==> config.mk <==
export PLATFORM = sky130hd
export DESIGN_NAME = mmio_gpio
export DESIGN_NICKNAME = d
export VERILOG_FILES = /design/src/rtl/gpio_pkg.sv /design/src/rtl/gpio_sync.sv /design/src/rtl/gpio_lane_map.sv /design/src/rtl/gpio_regs.sv /design/src/rtl/mmio_gpio.sv
export SDC_FILE = /design/constraint.sdc
export NUM_CORES = 1
export LEC_CHECK = 0
export BUFFER_PORTS_ARGS = -buffer_cell sky130_fd_sc_hd__buf_4
export CELL_PAD_IN_SITES_DETAIL_PLACEMENT = 1
export CELL_PAD_IN_SITES_GLOBAL_PLACEMENT = 1
export CORE_UTILIZATION = 42
export CTS_BUF_LIST = sky130_fd_sc_hd__clkbuf_4
export CTS_CLUSTER_DIAMETER = 200
export DETAILED_ROUTE_END_ITERATION = 8
export HOLD_SLACK_MARGIN = 0.05
export PLACE_DENSITY_LB_ADDON = 0.15
export SLEW_MARGIN = 10
export SYNTH_ARGS = -nofsm -noshare
export SYNTH_HDL_FRONTEND = slang
export SYNTH_SLANG_ARGS = --single-unit
==> constraint.sdc <==
create_clock -name clk -period 1.8 [get_ports clk]
set_input_delay 0.18 -clock clk [delete_from_list [all_inputs] [get_ports clk]]
set_output_delay 0.18 -clock clk [all_outputs]
set_load 0.1 [all_outputs]
==> src/rtl/gpio_pkg.sv <==
package gpio_pkg;
    localparam int GPIO_ADDR_W = 3;

    typedef enum logic [GPIO_ADDR_W-1:0] {
        REG_DATA   = 3'd0,
        REG_SET    = 3'd1,
        REG_CLR    = 3'd2,
        REG_DIROUT = 3'd3,
        REG_DIRIN  = 3'd4
    } gpio_reg_e;
endpackage

==> src/rtl/gpio_sync.sv <==
module gpio_sync #(
    parameter int WIDTH = 32
) (
    input  logic             clk,
    input  logic             rst_n,
    input  logic [WIDTH-1:0] async_in,
    output logic [WIDTH-1:0] sync_out
);
    typedef struct packed {
        logic [WIDTH-1:0] stage1;
        logic [WIDTH-1:0] stage2;
    } sync_t;

    sync_t sy_d, sy_q;

    always_comb begin
        sy_d.stage1 = async_in;
        sy_d.stage2 = sy_q.stage1;
    end

    always_ff @(posedge clk) begin
        if (!rst_n) sy_q <= '0;
        else        sy_q <= sy_d;
    end

    assign sync_out = sy_q.stage2;
endmodule

==> src/rtl/gpio_lane_map.sv <==
module gpio_lane_map #(
    parameter int WIDTH  = 32,
    parameter bit MIRROR = 1'b0
) (
    input  logic [WIDTH-1:0] src,
    output logic [WIDTH-1:0] dst
);
    for (genvar n = 0; n < WIDTH; n++) begin : g_lane
        if (MIRROR) begin : g_rev
            assign dst[n] = src[WIDTH-1-n];
        end else begin : g_id
            assign dst[n] = src[n];
        end
    end
endmodule

==> src/rtl/gpio_regs.sv <==
module gpio_regs
    import gpio_pkg::*;
#(
    parameter int WIDTH   = 32,
    parameter bit HAS_CLR = 1'b1
) (
    input  logic                   clk,
    input  logic                   rst_n,
    input  logic [GPIO_ADDR_W-1:0] addr,
    input  logic                   wr,
    input  logic [WIDTH-1:0]       wlines,
    input  logic                   rd,
    input  logic [WIDTH-1:0]       sync_lines,
    output logic [WIDTH-1:0]       lat_lines,
    output logic [WIDTH-1:0]       dir_lines,
    output logic [WIDTH-1:0]       rd_lines,
    output logic                   rd_valid
);
    typedef struct packed {
        logic [WIDTH-1:0] lat;
        logic [WIDTH-1:0] dir;
        logic [WIDTH-1:0] rdata;
        logic             rvalid;
    } regs_t;

    regs_t rg_d, rg_q;
    logic [WIDTH-1:0] rd_mux;

    always_comb begin
        unique case (addr)
            REG_DATA:   rd_mux = sync_lines;
            REG_SET:    rd_mux = rg_q.lat;
            REG_DIROUT: rd_mux = rg_q.dir;
            REG_DIRIN:  rd_mux = ~rg_q.dir;
            default:    rd_mux = '0;
        endcase
    end

    always_comb begin
        rg_d        = rg_q;
        rg_d.rvalid = rd;
        if (rd) rg_d.rdata = rd_mux;
        if (wr) begin
            unique case (addr)
                REG_DATA:   rg_d.lat = wlines;
                REG_SET:    rg_d.lat = HAS_CLR ? (rg_q.lat | wlines) : wlines;
                REG_CLR:    if (HAS_CLR) rg_d.lat = rg_q.lat & ~wlines;
                REG_DIROUT: rg_d.dir = wlines;
                REG_DIRIN:  rg_d.dir = ~wlines;
                default:    rg_d.lat = rg_q.lat;
            endcase
        end
    end

    always_ff @(posedge clk) begin
        if (!rst_n) rg_q <= '0;
        else        rg_q <= rg_d;
    end

    assign lat_lines = rg_q.lat;
    assign dir_lines = rg_q.dir;
    assign rd_lines  = rg_q.rdata;
    assign rd_valid  = rg_q.rvalid;
endmodule

==> src/rtl/mmio_gpio.sv <==
module mmio_gpio
    import gpio_pkg::*;
#(
    parameter int WIDTH   = 32,
    parameter bit MIRROR  = 1'b0,
    parameter bit HAS_CLR = 1'b1
) (
    input  logic                   clk,
    input  logic                   rst_n,
    input  logic [GPIO_ADDR_W-1:0] bus_addr,
    input  logic                   bus_wr,
    input  logic [WIDTH-1:0]       bus_wdata,
    input  logic                   bus_rd,
    output logic [WIDTH-1:0]       bus_rdata,
    output logic                   bus_rvalid,
    input  logic [WIDTH-1:0]       pad_in,
    output logic [WIDTH-1:0]       pad_out,
    output logic [WIDTH-1:0]       pad_oe
);
    if (WIDTH != 8 && WIDTH != 16 && WIDTH != 32 && WIDTH != 64) begin : g_bad_width
        $error("mmio_gpio: WIDTH must be 8, 16, 32 or 64");
    end

    logic [WIDTH-1:0] wr_lines;
    logic [WIDTH-1:0] sync_lines;
    logic [WIDTH-1:0] lat_lines;
    logic [WIDTH-1:0] dir_lines;
    logic [WIDTH-1:0] rd_lines;

    gpio_lane_map #(.WIDTH(WIDTH), .MIRROR(MIRROR)) u_map_wr (
        .src(bus_wdata),
        .dst(wr_lines)
    );

    gpio_sync #(.WIDTH(WIDTH)) u_sync (
        .clk     (clk),
        .rst_n   (rst_n),
        .async_in(pad_in),
        .sync_out(sync_lines)
    );

    gpio_regs #(.WIDTH(WIDTH), .HAS_CLR(HAS_CLR)) u_regs (
        .clk       (clk),
        .rst_n     (rst_n),
        .addr      (bus_addr),
        .wr        (bus_wr),
        .wlines    (wr_lines),
        .rd        (bus_rd),
        .sync_lines(sync_lines),
        .lat_lines (lat_lines),
        .dir_lines (dir_lines),
        .rd_lines  (rd_lines),
        .rd_valid  (bus_rvalid)
    );

    gpio_lane_map #(.WIDTH(WIDTH), .MIRROR(MIRROR)) u_map_rd (
        .src(rd_lines),
        .dst(bus_rdata)
    );

    assign pad_oe  = dir_lines;
    assign pad_out = lat_lines & dir_lines;
endmodule

## Word-level counts from Yosys, hierarchy flattened

Index checks and enable logic that the tools add are counted.

- Bits in registers: 161
- Input bits: 71

- Equality and inequality tests: 4
- Muxes and demuxes: 3
- Bitwise logic cells: 5
- Reduce and logical (&&, ||, !) cells: 5

Operator list:

| cell | count |
|---|---|
| $pmux 32 s4 | 1 |
| $pmux 32 s3 | 1 |
| $and 32x32->32 | 2 |
| $not 32->32 | 2 |
| $pmux 32 s2 | 1 |
| $or 32x32->32 | 1 |
| $eq 3x2->1 const B | 2 |
| $reduce_and 2->1 | 2 |
| $eq 3x1->1 const B | 1 |
| $eq 3x3->1 const B | 1 |
| $logic_not 3->1 | 1 |
| $reduce_bool 3->1 | 1 |
| $reduce_bool 2->1 | 1 |

## Logic depth before layout (Yosys ltp)

- Depth in word-level cells: 3
- Gate-level depth with buffers: 6

## Hierarchy

From an unflattened synthesis, not the netlist that was laid out.

- Cells, all modules: 747
- Area, all modules: 7433.4 um^2

By module, submodules not included:

| module | times used | cells each | area each (um^2) | seq. area each (um^2) |
|---|---|---|---|---|
| gpio_regs | 1 | 517 | 4961.0 | 1941.9 |
| gpio_sync | 1 | 134 | 1791.7 | 1281.2 |
| gpio_lane_map | 2 | 32 | 240.2 | 0.0 |
| mmio_gpio | 1 | 32 | 200.2 | 0.0 |

## Least setup slack after synthesis

OpenSTA, ideal clock, no wires.

- Kind: reg-to-output
- Start point: register u_regs.rg_q (netlist bit u_regs.dir_lines[19])
- End point: output port pad_out[19]
- Data arrival time: 1860 ps
- Setup slack: -240 ps
- Cell stages (with the launch flop): 2
- Path buffers: 0
- Path through: dfxtp_1 > and2_1

- Longest elaborated chain between the ends: 1

Ends and longest elaborated chain:

| item | RTL line | text |
|---|---|---|
| from (decl) | gpio_regs.sv:26 | `regs_t rg_d, rg_q;` |
| from (signal assigned) | gpio_regs.sv:57 | `else rg_q <= rg_d;` |
| $and 32x32->32 | mmio_gpio.sv:62 | `assign pad_out = lat_lines & dir_lines;` |
| to (decl) | mmio_gpio.sv:17 | `output logic [WIDTH-1:0] pad_out,` |

No other way between the ends.

## Worst setup path in the final report

- Start point: register u_regs.rg_q (netlist bit u_regs.dir_lines[27])
- End point: output port pad_out[27]

Same word-level chain as after synthesis.

==> metrics.md <==
| Metric | Value |
|---|---|
| Outcome | complete, no violations |
| Routed vias/inst | 5.66 |
| Cell variety after synth | 29 |
| Final ANT Viol Nets | 0 |
| RSZ-0062 raised after global routing | no |
| DR iter-0 viols | 397 |
| Cell breakdown of the critical path | and2_2 > buf_4 |
| Fin crit share | 96.6% |
| Post-Synthesis Cells | 723 |
| Share of post-route cells with drive strength above 1 | 28.2% |
| Pwr Total | 7.73 mW |
| Nets | 1,006 |
| First-pass GRT wire length | 36,500 um |
| Final setup viols | 0 |
| Vias in the first global route | 6,901 |
| CTS sink cnt | 161 |
| CTS tree | done |
| Syn_nets | 794 |
| Critical Path RT | 1.62 ns |
| Total congestion overflow | 0 |
| Initial Utilization | 43.3% |
| Worst-Margin Slew | 0.953 ns |
| Vias | 6,597 |
| Port bufs | 167 |
| PwrDens | 817 nW/um^2 |
| Num ports | 168 |
| Die X-Extent | 130 um |
| Final Hold Vio Count | 0 |
| Syn_area_per_cell | 9.55 um^2 |
| Maximum vdd drop | 0.000365 V |
| Placed Instance Area | 8430 um^2 |
| WP data arrival | 1.56 ns |
| Slew Limit Fails | 0 |
| Top Family by Delay on Critical Path | flip-flops |
| HPWL after detailed placement | 15,100 um |
| Drt wl/cell | 20.2 um |
| Worst Path Buf+Inv | 1 |
| Worst Slack Setup Final | 0.0607 ns |
| Maximum number of pins on one net before global-route repair | 39 |
| Worst Hold Class | primary input to register |
| Synth Cell Area | 6900 um^2 |
| H-tree depth | 4 |
| Number of remaining DRC errors | 0 |
| Setup Buffers After CTS | 0 |
| Post-route insts no fill | 1,165 |
| Initial antenna violation count | 1 |
| Root buf cell | clkbuf_4 |
| Slowest stage delay, CP | 0.50 ns |
| Die H | 130 um |
| Max_slew headroom | 36.3% |
| Yosys reg bits | 161 |
| Fillcell total | 1,818 |
| Setup TNS | 0 ns |
| Detailed Route WL | 23,600 um |
| Drt pass-1 iters | 5 |
| GRT Total Usage | 28.2% |
| Critical-path top delay cell | dfxtp_1 |
| Most common cell after layout, fill and taps aside | buf_4 |
| Area grow syn2layout | 37.0% |
| Seq/Total Area, Yosys | 46.7% |
| Total CTS buffers | 17 |
| Clk buf depth | 2 |
| Critical path type | register to output pin |
| Clock Pin Slew Worst Setup and Hold Paths | 0.13 ns |
| Hold WS | 0.183 ns |
| Util after Layout | 59.3% |
| Post-Place Worst Slack | -0.000307 ns |
| Fin Clk Skew | 0.0235 ns |
| Leakage | 4.03 nW |
| Core Region | 15,900 um^2 |
| Max Fclk | 575 MHz |
| Gp weighted congestion | 0.814 |
| Yosys warns | 0 |
| Most frequent cells in the layout | buf_4, dfxtp_1, dlygate4sd3_1 |
| Cell row count | 46 |
| Critical Path End Type | output pin |
| CP Max Fanout | 6 |
| Finished layout cell area | 9460 um^2 |
| Skew-Pair Late Insertion Delay | 0.59 ns |
| Placed cells | 1,063 |
| Die area | 17,000 um^2 |
| Crit start category | register |
| Max-cap violations | 0 |
| Fin crit period | 1.74 ns |
-- registers in the layout, indices dropped and copies added (netlist names) --
register / flops
u_regs.dir_lines: 32
u_regs.lat_lines: 32
u_regs.rd_lines: 32
u_sync.sy_d: 32
u_sync.sync_out: 32
u_regs.rd_valid: 1
-- tightest hold or removal path, stage by stage --
cell      delay, ns
buf_4          0.17
nand3_2        0.22
o221ai_1       0.14
-- final cells by class --
class                      count  area [um^2]  share of cell area, %
antenna                        1         2.50                 0.0265
clock buffer                  18          135                   1.43
clock inverter                14          189                   2.00
inverter                       1         3.75                 0.0397
multi-input combinational    490         3460                   36.5
sequential                   161         3220                   34.1
tap                          216          270                   2.86
timing repair buffer         264         2180                   23.0
-- cell families (layout without fill, tap and decap cells) --
| kind of cell | after synthesis | count (layout) | synth area share, % |
|---|---|---|---|
| mux | 51 | 51 | 7.39 |
| buf+inv | 72 | 297 | 4.71 |
| compound gates | 205 | 205 | 21.7 |
| flops | 161 | 161 | 46.7 |
| other cells | 0 | 1 | 0 |
| simple gates | 233 | 233 | 19.4 |
| xor+xnor | 1 | 1 | 0.127 |
-- report_power, final --
| group | internal (mW) | switching (mW) | leakage [nW] | total (mW) |
|---|---|---|---|---|
| registers | 3.71 | 0.111 | 1.32 | 3.82 |
| logic | 0.532 | 0.923 | 2.54 | 1.46 |
| clock network | 1.11 | 1.34 | 0.170 | 2.46 |
| total | 5.36 | 2.38 | 4.03 | 7.73 |
-- worst paths after layout --
| kind | startpoint | endpoint | slack, ns | cells past startpoint |
|---|---|---|---|---|
| max | u_regs.dir_lines[27] | pad_out[27] | 0.06 | 2 |
| min | bus_addr[2] | u_regs.rd_lines[20] | 0.18 | 3 |
| max reg2reg | u_regs.lat_lines[0] | u_regs.lat_lines[0] | 0.44 | 3 |
| min reg2reg | u_sync.sy_d[8] | u_sync.sync_out[8] | 0.44 | 1 |
-- synth_stat cells --
cell type,count,share of area (%)
buf_1,1,0.054
o211ai_1,19,2.1
or3_1,32,2.9
nand4bb_1,1,0.16
clkbuf_1,38,2.1
nand3b_1,2,0.22
nand2b_1,1,0.091
o21ai_0,13,0.94
nor2_1,14,0.76
mux2i_1,51,7.4
buf_4,6,0.65
nor4bb_1,14,2.0
and2_1,98,8.9
clkbuf_2,1,0.072
nand2_1,65,3.5
nand3_1,1,0.072
o211a_1,13,1.9
nor2b_1,1,0.091
buf_2,25,1.8
nand4b_1,1,0.13
and4b_1,1,0.14
dfxtp_1,161,47
a21oi_1,64,4.6
xnor2_1,1,0.13
a311oi_1,32,4.1
a2bb2oi_1,32,4.1
inv_2,1,0.054
o221ai_1,32,4.1
nor3b_2,2,0.36
-- per-layer routing --
metal	wire length (um)	GRT usage [%]	part of all wire [%]
met1	9840	33.6	42
met2	12300	50.0	52
met3	887	4.55	3.8
met4	556	12.0	2.4
met5	0	0	0
-- timing repair --
action / CTS / global route
gates resized for setup: 0 / 1
endpoints found under the setup margin: 0 / 1
hold buffers: 69 / 0
hold endpoints to repair: 97 / 0
No activity file was read; power rests on OpenSTA's default activity.
